<file path="config.mk">
export PLATFORM = sky130hd
export DESIGN_NAME = lac_counter
export DESIGN_NICKNAME = d
export VERILOG_FILES = /design/src/rtl/lac_pkg.sv /design/src/rtl/lac_segment.sv /design/src/rtl/lac_lookahead.sv /design/src/rtl/lac_counter.sv
export SDC_FILE = /design/constraint.sdc
export NUM_CORES = 1
export LEC_CHECK = 0
export BUFFER_PORTS_ARGS = -buffer_cell sky130_fd_sc_hd__buf_2
export CAP_MARGIN = 20
export CORE_MARGIN = 5
export CORE_UTILIZATION = 30
export CTS_CLUSTER_DIAMETER = 50
export DETAILED_ROUTE_END_ITERATION = 10
export SLEW_MARGIN = 30
export SYNTH_ARGS = -nofsm -noshare
export SYNTH_HDL_FRONTEND = slang
export SYNTH_SLANG_ARGS = --single-unit
export TNS_END_PERCENT = 50
</file>
<file path="constraint.sdc">
create_clock -name clk -period 1.56 [get_ports clk]
set_clock_uncertainty 0.1 [all_clocks]
set_input_delay 0.156 -clock clk [delete_from_list [all_inputs] [get_ports clk]]
set_output_delay 0.156 -clock clk [all_outputs]
set_load 0.02 [all_outputs]
</file>
<file path="src/rtl/lac_pkg.sv">
package lac_pkg;
    // look-ahead flags for the two upper segments
    typedef struct packed {
        logic mid_go;
        logic top_go;
    } look_t;
endpackage

</file>
<file path="src/rtl/lac_segment.sv">
module lac_segment #(
    parameter int W = 3
) (
    input  logic         clk,
    input  logic         rst,
    input  logic         adv,
    output logic [W-1:0] val
);
    typedef struct packed {
        logic [W-1:0] val;
    } seg_t;

    seg_t         st_d, st_q;
    logic [W-1:0] tog;

    // toggle condition per cell: segment advance AND all lower cells set
    assign tog[0] = adv;
    generate
        for (genvar i = 1; i < W; i++) begin : g_tog
            assign tog[i] = tog[i-1] & st_q.val[i-1];
        end
    endgenerate

    always_comb begin
        st_d     = st_q;
        st_d.val = st_q.val ^ tog;
        if (rst) st_d.val = '0;
    end

    always_ff @(posedge clk) begin
        st_q <= st_d;
    end

    assign val = st_q.val;


    seg_rollover_chk: assert property (@(posedge clk) disable iff (rst)
        (adv && (&val)) |=> (val == '0));


    seg_hold_chk: assert property (@(posedge clk) disable iff (rst)
        !adv |=> $stable(val));
endmodule

</file>
<file path="src/rtl/lac_lookahead.sv">
module lac_lookahead
    import lac_pkg::*;
#(
    parameter int W0 = 3,
    parameter int W1 = 3
) (
    input  logic          clk,
    input  logic          rst,
    input  logic          cnt_en,
    input  logic [W0-1:0] low_v,
    input  logic [W1-1:0] mid_v,
    output look_t         look
);
    localparam logic [W0-1:0] LOW_ONES = {W0{1'b1}};
    localparam logic [W0-1:0] LOW_PRE  = LOW_ONES - 1'b1;

    look_t look_d, look_q;

    always_comb begin
        look_d = look_q;
        if (cnt_en) begin
            look_d.mid_go = (low_v == LOW_PRE);
            look_d.top_go = (low_v == LOW_PRE) && (&mid_v);
        end
        if (rst) look_d = '0;
    end

    always_ff @(posedge clk) begin
        look_q <= look_d;
    end

    assign look = look_q;


    mid_flag_chk: assert property (@(posedge clk) disable iff (rst)
        look_q.mid_go == (&low_v));


    top_flag_chk: assert property (@(posedge clk) disable iff (rst)
        look_q.top_go == ((&low_v) && (&mid_v)));
endmodule

</file>
<file path="src/rtl/lac_counter.sv">
module lac_counter
    import lac_pkg::*;
#(
    parameter int W0 = 3,
    parameter int W1 = 3,
    parameter int W2 = 2,
    localparam int TW = W0 + W1 + W2
) (
    input  logic          clk,
    input  logic          rst,
    input  logic          cnt_en,
    output logic [TW-1:0] count
);
    localparam logic [TW-1:0] MAXV = {TW{1'b1}};

    logic [W0-1:0] low_v;
    logic [W1-1:0] mid_v;
    logic [W2-1:0] top_v;
    look_t         look;
    logic          adv_lo, adv_mid, adv_top;

    assign adv_lo  = cnt_en;
    assign adv_mid = cnt_en & look.mid_go;
    assign adv_top = cnt_en & look.top_go;

    lac_segment #(.W(W0)) u_lo  (.clk(clk), .rst(rst), .adv(adv_lo),  .val(low_v));
    lac_segment #(.W(W1)) u_mid (.clk(clk), .rst(rst), .adv(adv_mid), .val(mid_v));
    lac_segment #(.W(W2)) u_top (.clk(clk), .rst(rst), .adv(adv_top), .val(top_v));

    lac_lookahead #(.W0(W0), .W1(W1)) u_look (
        .clk(clk), .rst(rst), .cnt_en(cnt_en),
        .low_v(low_v), .mid_v(mid_v), .look(look)
    );

    assign count = {top_v, mid_v, low_v};


    reset_clear_chk: assert property (@(posedge clk)
        rst |=> (count == '0));


    step_one_chk: assert property (@(posedge clk) disable iff (rst)
        (cnt_en && count != MAXV) |=> (count == $past(count) + 1'b1));


    pause_hold_chk: assert property (@(posedge clk) disable iff (rst)
        !cnt_en |=> $stable(count));


    wrap_zero_chk: assert property (@(posedge clk) disable iff (rst)
        (cnt_en && count == MAXV) |=> (count == '0));
endmodule

</file>
* Yosys cells after proc, flatten, opt, wreduce, memory -nomap -nowiden
Index checks and enable logic that the tools add are counted.
Word-level totals: bits in registers 10, input port bits 3, logic and storage cells 18
Cells by class: equal/unequal tests 1, bitwise gates (word level) 10, reductions and logical operators 2
Operator list (count):
- $and 1x1->1 | 7
- $xor 3x3->3 | 2
- $eq 3x3->1 const B | 1
- $reduce_and 3->1 | 1
- $xor 2x2->2 | 1
- $logic_and 1x1->1 | 1

* Longest topological paths before layout
word-level depth 4, mapped depth 5, mapped depth without buffers 5

* Cells and area by module
Synthesis repeated with hierarchy kept, for this count alone.
Second synthesis, totals: cells, all modules 34, area total of the unflattened synthesis 385.4 um^2
By module, submodules not included:
- lac_segment (u_lo ...) | instances 2, cells each 9, area each 110.1 um^2, seq. area each 60.1 um^2
- lac_lookahead | instances 1, cells each 8, area each 81.3 um^2, seq. area each 40.0 um^2
- lac_segment (u_top) | instances 1, cells each 6, area each 71.3 um^2, seq. area each 40.0 um^2
- lac_counter | instances 1, cells each 2, area each 12.5 um^2, seq. area each 0.0 um^2

* Worst setup path after synthesis
Ideal clock, no wire load.
path kind reg2reg, start point register u_mid.st_q (netlist bit u_mid.val[0]), end point register u_mid.st_q (netlist bit u_mid.val[1]), setup time 116 ps, data arrival time 1012 ps, required time 1344 ps, path slack 332 ps, stages on the path, launching flop included 4, buffers on the path 0, cell sequence dfxtp_1 > ha_1 > ha_1 > and2b_2
On the way: word-level cells in the longest chain between the ends 2
Ends and longest elaborated chain:
- start, declared | line lac_segment.sv:13 | seg_t st_d, st_q;
- start signal, assigned | line lac_segment.sv:31 | st_q <= st_d;
- $and 1x1->1 | line lac_segment.sv:20 | assign tog[i] = tog[i-1] & st_q.val[i-1];
- $xor 3x3->3 | line lac_segment.sv:26 | st_d.val = st_q.val ^ tog;
Every way passes these cells. A chain may end at the register's enable or synchronous reset.

* Final worst setup path
start point register u_look.look_q (netlist bit u_look.look[1]), end point register u_mid.st_q (netlist bit u_mid.val[1])
On the way: word-level cells in the longest chain between the ends 3
Ends and longest elaborated chain:
- start, declared | line lac_lookahead.sv:17 | look_t look_d, look_q;
- start signal, assigned | line lac_lookahead.sv:29 | look_q <= look_d;
- $and 1x1->1 | line lac_counter.sv:23 | assign adv_mid = cnt_en & look.mid_go;
- $and 1x1->1 | line lac_segment.sv:20
- $xor 3x3->3 | line lac_segment.sv:26
Every way passes these cells.

==> flow_summary.toml <==
[sta]
fin_crit_sh_pct = 80.89
period_needed_ns = 1.262
relSlewSlack_pct = 86.19
fin_hold_ws_ns = 0.07326
final_hold_viol_count = 0
rsz0062_at_grt = "no"
drv_slew = 0
tightest_slew_ns = 0.2065
max_freq_ghz = 0.7925
fin_tns_setup_ns = 0
setup_viol_count_final = 0

[synth]
synth_nets = 43
avgSynthCellArea_um2 = 11.69
synthesis.area_um2 = 409.1
yosys_warnings = 0
ys_seq_area_share_pct = 48.93
synth.distinct_cells = 12
ys_ff_latch = 10
syn_inst = 35

[clock_tree]
cts_setup_buffers = 0
cts.sink_count = 10
cts_tree = "done"
clk_path_buf_depth = 2
root_buffer = "clkbuf_4"
htree_levels = 1
hold_buffers = 0
clkTransAtPathRegs_ns = 0.06
cts_buffers = 3
clk-insertion-delay-late_ns = 0.26
ctsResizeCount = 0

[placed_design]
gp_congestion = 0.5889
port_buffers = 10
hpwlAfterDp_um = 476.9

[grt]
grt_pass1_vias = 279
grt_usage_pct = 7.525
overflow = 0
grt_pass1_wl_um = 1152
antenna_found_initial = 0
grt_max_degree = 12

[final_layout]
syn_to_final_growth_pct = 19.57
fin_nets = 57
antenna_cells = 0
layout-drive-gt1-share_pct = 38.30

[critical_path]
criticalPathCategory = "flop to flop"
path_cells = "and2_1, ha_1, ha_1, and2b_2"
critPathSlowestCell = "dfxtp_1"
crit-reg2reg-launch = "u_look.look[1]"
cp_common_cell = "ha_1"
ff2ff_setup_slack_ns = 0.30
worstPathArrival_ns = 1.32
critPathLaunchType = "flop"
cp_max_fo = 2
crit_family = "adder cells"
cp.required_ns = 1.61
endpoint_kind = "flop"
reg2reg_to = "u_mid.val[1]"
ff2ff_path_depth = 4
cpPeakStageDelay_ns = 0.31
critPathBufInv = 0

[drt]
drtIter0Drc = 1
ant_nets = 0
wirelength_um = 613
via_per_inst = 4.210
wl_per_cell_um = 9.887
via_count = 261
first_pass_iters = 2
drc_errors = 0

[floorplanning]
dieArea_um2 = 2202
io_pins = 11
rows = 13
core-area_um2 = 1301
die_w_um = 46.93
die_y_um = 46.93
start_util_pct = 31.44

[min_path]
worstHoldStart = "cnt_en"
hp-class = "input pin to flop"
hold_end = "u_look.look[0]"
hold_depth = 2

[flow_run]
maxCapViolCount = 0

[status]
run_status = "completed"

[power_and_ir_drop]
p_int_mw = 0.3639
ir_drop_uv = 384.4
p_comb_share_pct = 6.8
p_clk_share_pct = 36.4
switching_share_pct = 21.84
p_sw_mw = 0.1017
pwr-share-seq_pct = 56.8
powerDensity_nw_per_um2 = 951.7
p_leak_nw = 0.2468
==> worst max-delay path by stage <==
stage,from,endpoint,cells past startpoint
2_1_floorplan,u_mid.val[0],u_mid.val[1],3
3_3_place_gp,cnt_en,u_mid.val[1],5
3_5_place_dp,cnt_en,u_mid.val[1],5
4_1_cts,u_look.look[1],u_mid.val[1],4
5_1_grt,u_look.look[1],u_mid.val[1],4
6_report,u_look.look[1],u_mid.val[1],4
==> stage by stage <==
stage / setup WS [ns] / area, um2 / total power [mW] / cells / util [%]
6_report: 0.2982 / 489.2 / 0.4656 / 62 / 37.60
5_1_grt: 0.2304 / 489.2 / 0.4969 / 62 / 37.60
4_1_cts: 0.2913 / 489.2 / 0.4742 / 62 / 37.60
3_5_place_dp: 0.2740 / 466.7 / 0.3026 / 59 / 35.87
3_3_place_gp: 0.2743 / 466.7 / 0.3027 / 59 / 35.87
2_1_floorplan: 0.3324 / 409.1 / 0.2925 / 35 / -
==> layer usage <==
metal / wire (um) / global-route usage, % / up-vias
li1: - / - / 140
met1: 289 / 9.132 / 114
met2: 273 / 11.38 / 5
met3: 36 / 3.448 / 2
met4: 14 / 3.315 / 0
met5: 0 / 0 / -
==> cells in the final DEF (no fill, tap or decap) <==
master and instances:
inv_1 1, nand4b_1 2, xnor2_1 3, buf_2 10, ha_1 5, nand2b_1 1
clkbuf_4 3, nor2_1 3, and2_1 2, and2b_2 5, o32ai_1 1, dfxtp_1 10
a21oi_1 1
==> sequential cells by signal (all words and copies together), names as in the netlist <==
| signal | flops |
|---|---|
| u_lo.val | 3 |
| u_top.val | 2 |
| u_look.look | 2 |
| u_mid.val | 3 |
==> synth_stat cells (all sizes together) <==
| cell | n | area share, % |
|---|---|---|
| and2 | 2 | 3.1 |
| inv | 1 | 0.92 |
| xnor2 | 3 | 6.4 |
| dfxtp | 10 | 49 |
| nand2b | 1 | 1.5 |
| ha | 5 | 15 |
| a21oi | 1 | 1.2 |
| buf | 1 | 2.8 |
| and2b | 5 | 11 |
| nand4b | 2 | 4.3 |
| nor2 | 3 | 2.8 |
| o32ai | 1 | 2.1 |
==> power by group through the flow <==
stage	Sequential (mW)	Combinational, mW	Clock (mW)
final	0.264	0.0315	0.170
after global routing	0.265	0.0380	0.194
after CTS	0.264	0.0324	0.177
after detailed placement	0.270	0.0323	0
after global placement	0.270	0.0325	0
after floorplan	0.277	0.0155	0
==> cell families (layout without fill, tap and decap cells) <==
kind of cell	after synthesis	after routing	synth area share, %
fa+ha+maj	5	5	15.29
compound gates	2	2	3.363
buf+inv	2	14	3.669
simple gates	13	13	22.32
flops	10	10	48.93
xor+xnor	3	3	6.423
==> final cells by class <==
type / instances / area, um2
fill: 146 / 812.0
sequential: 10 / 200.2
multi-input combinational: 23 / 193.9
timing repair buffer: 10 / 50.05
clock buffer: 3 / 22.52
tap: 15 / 18.77
inverter: 1 / 3.754
No activity file was read; power rests on OpenSTA's default activity.
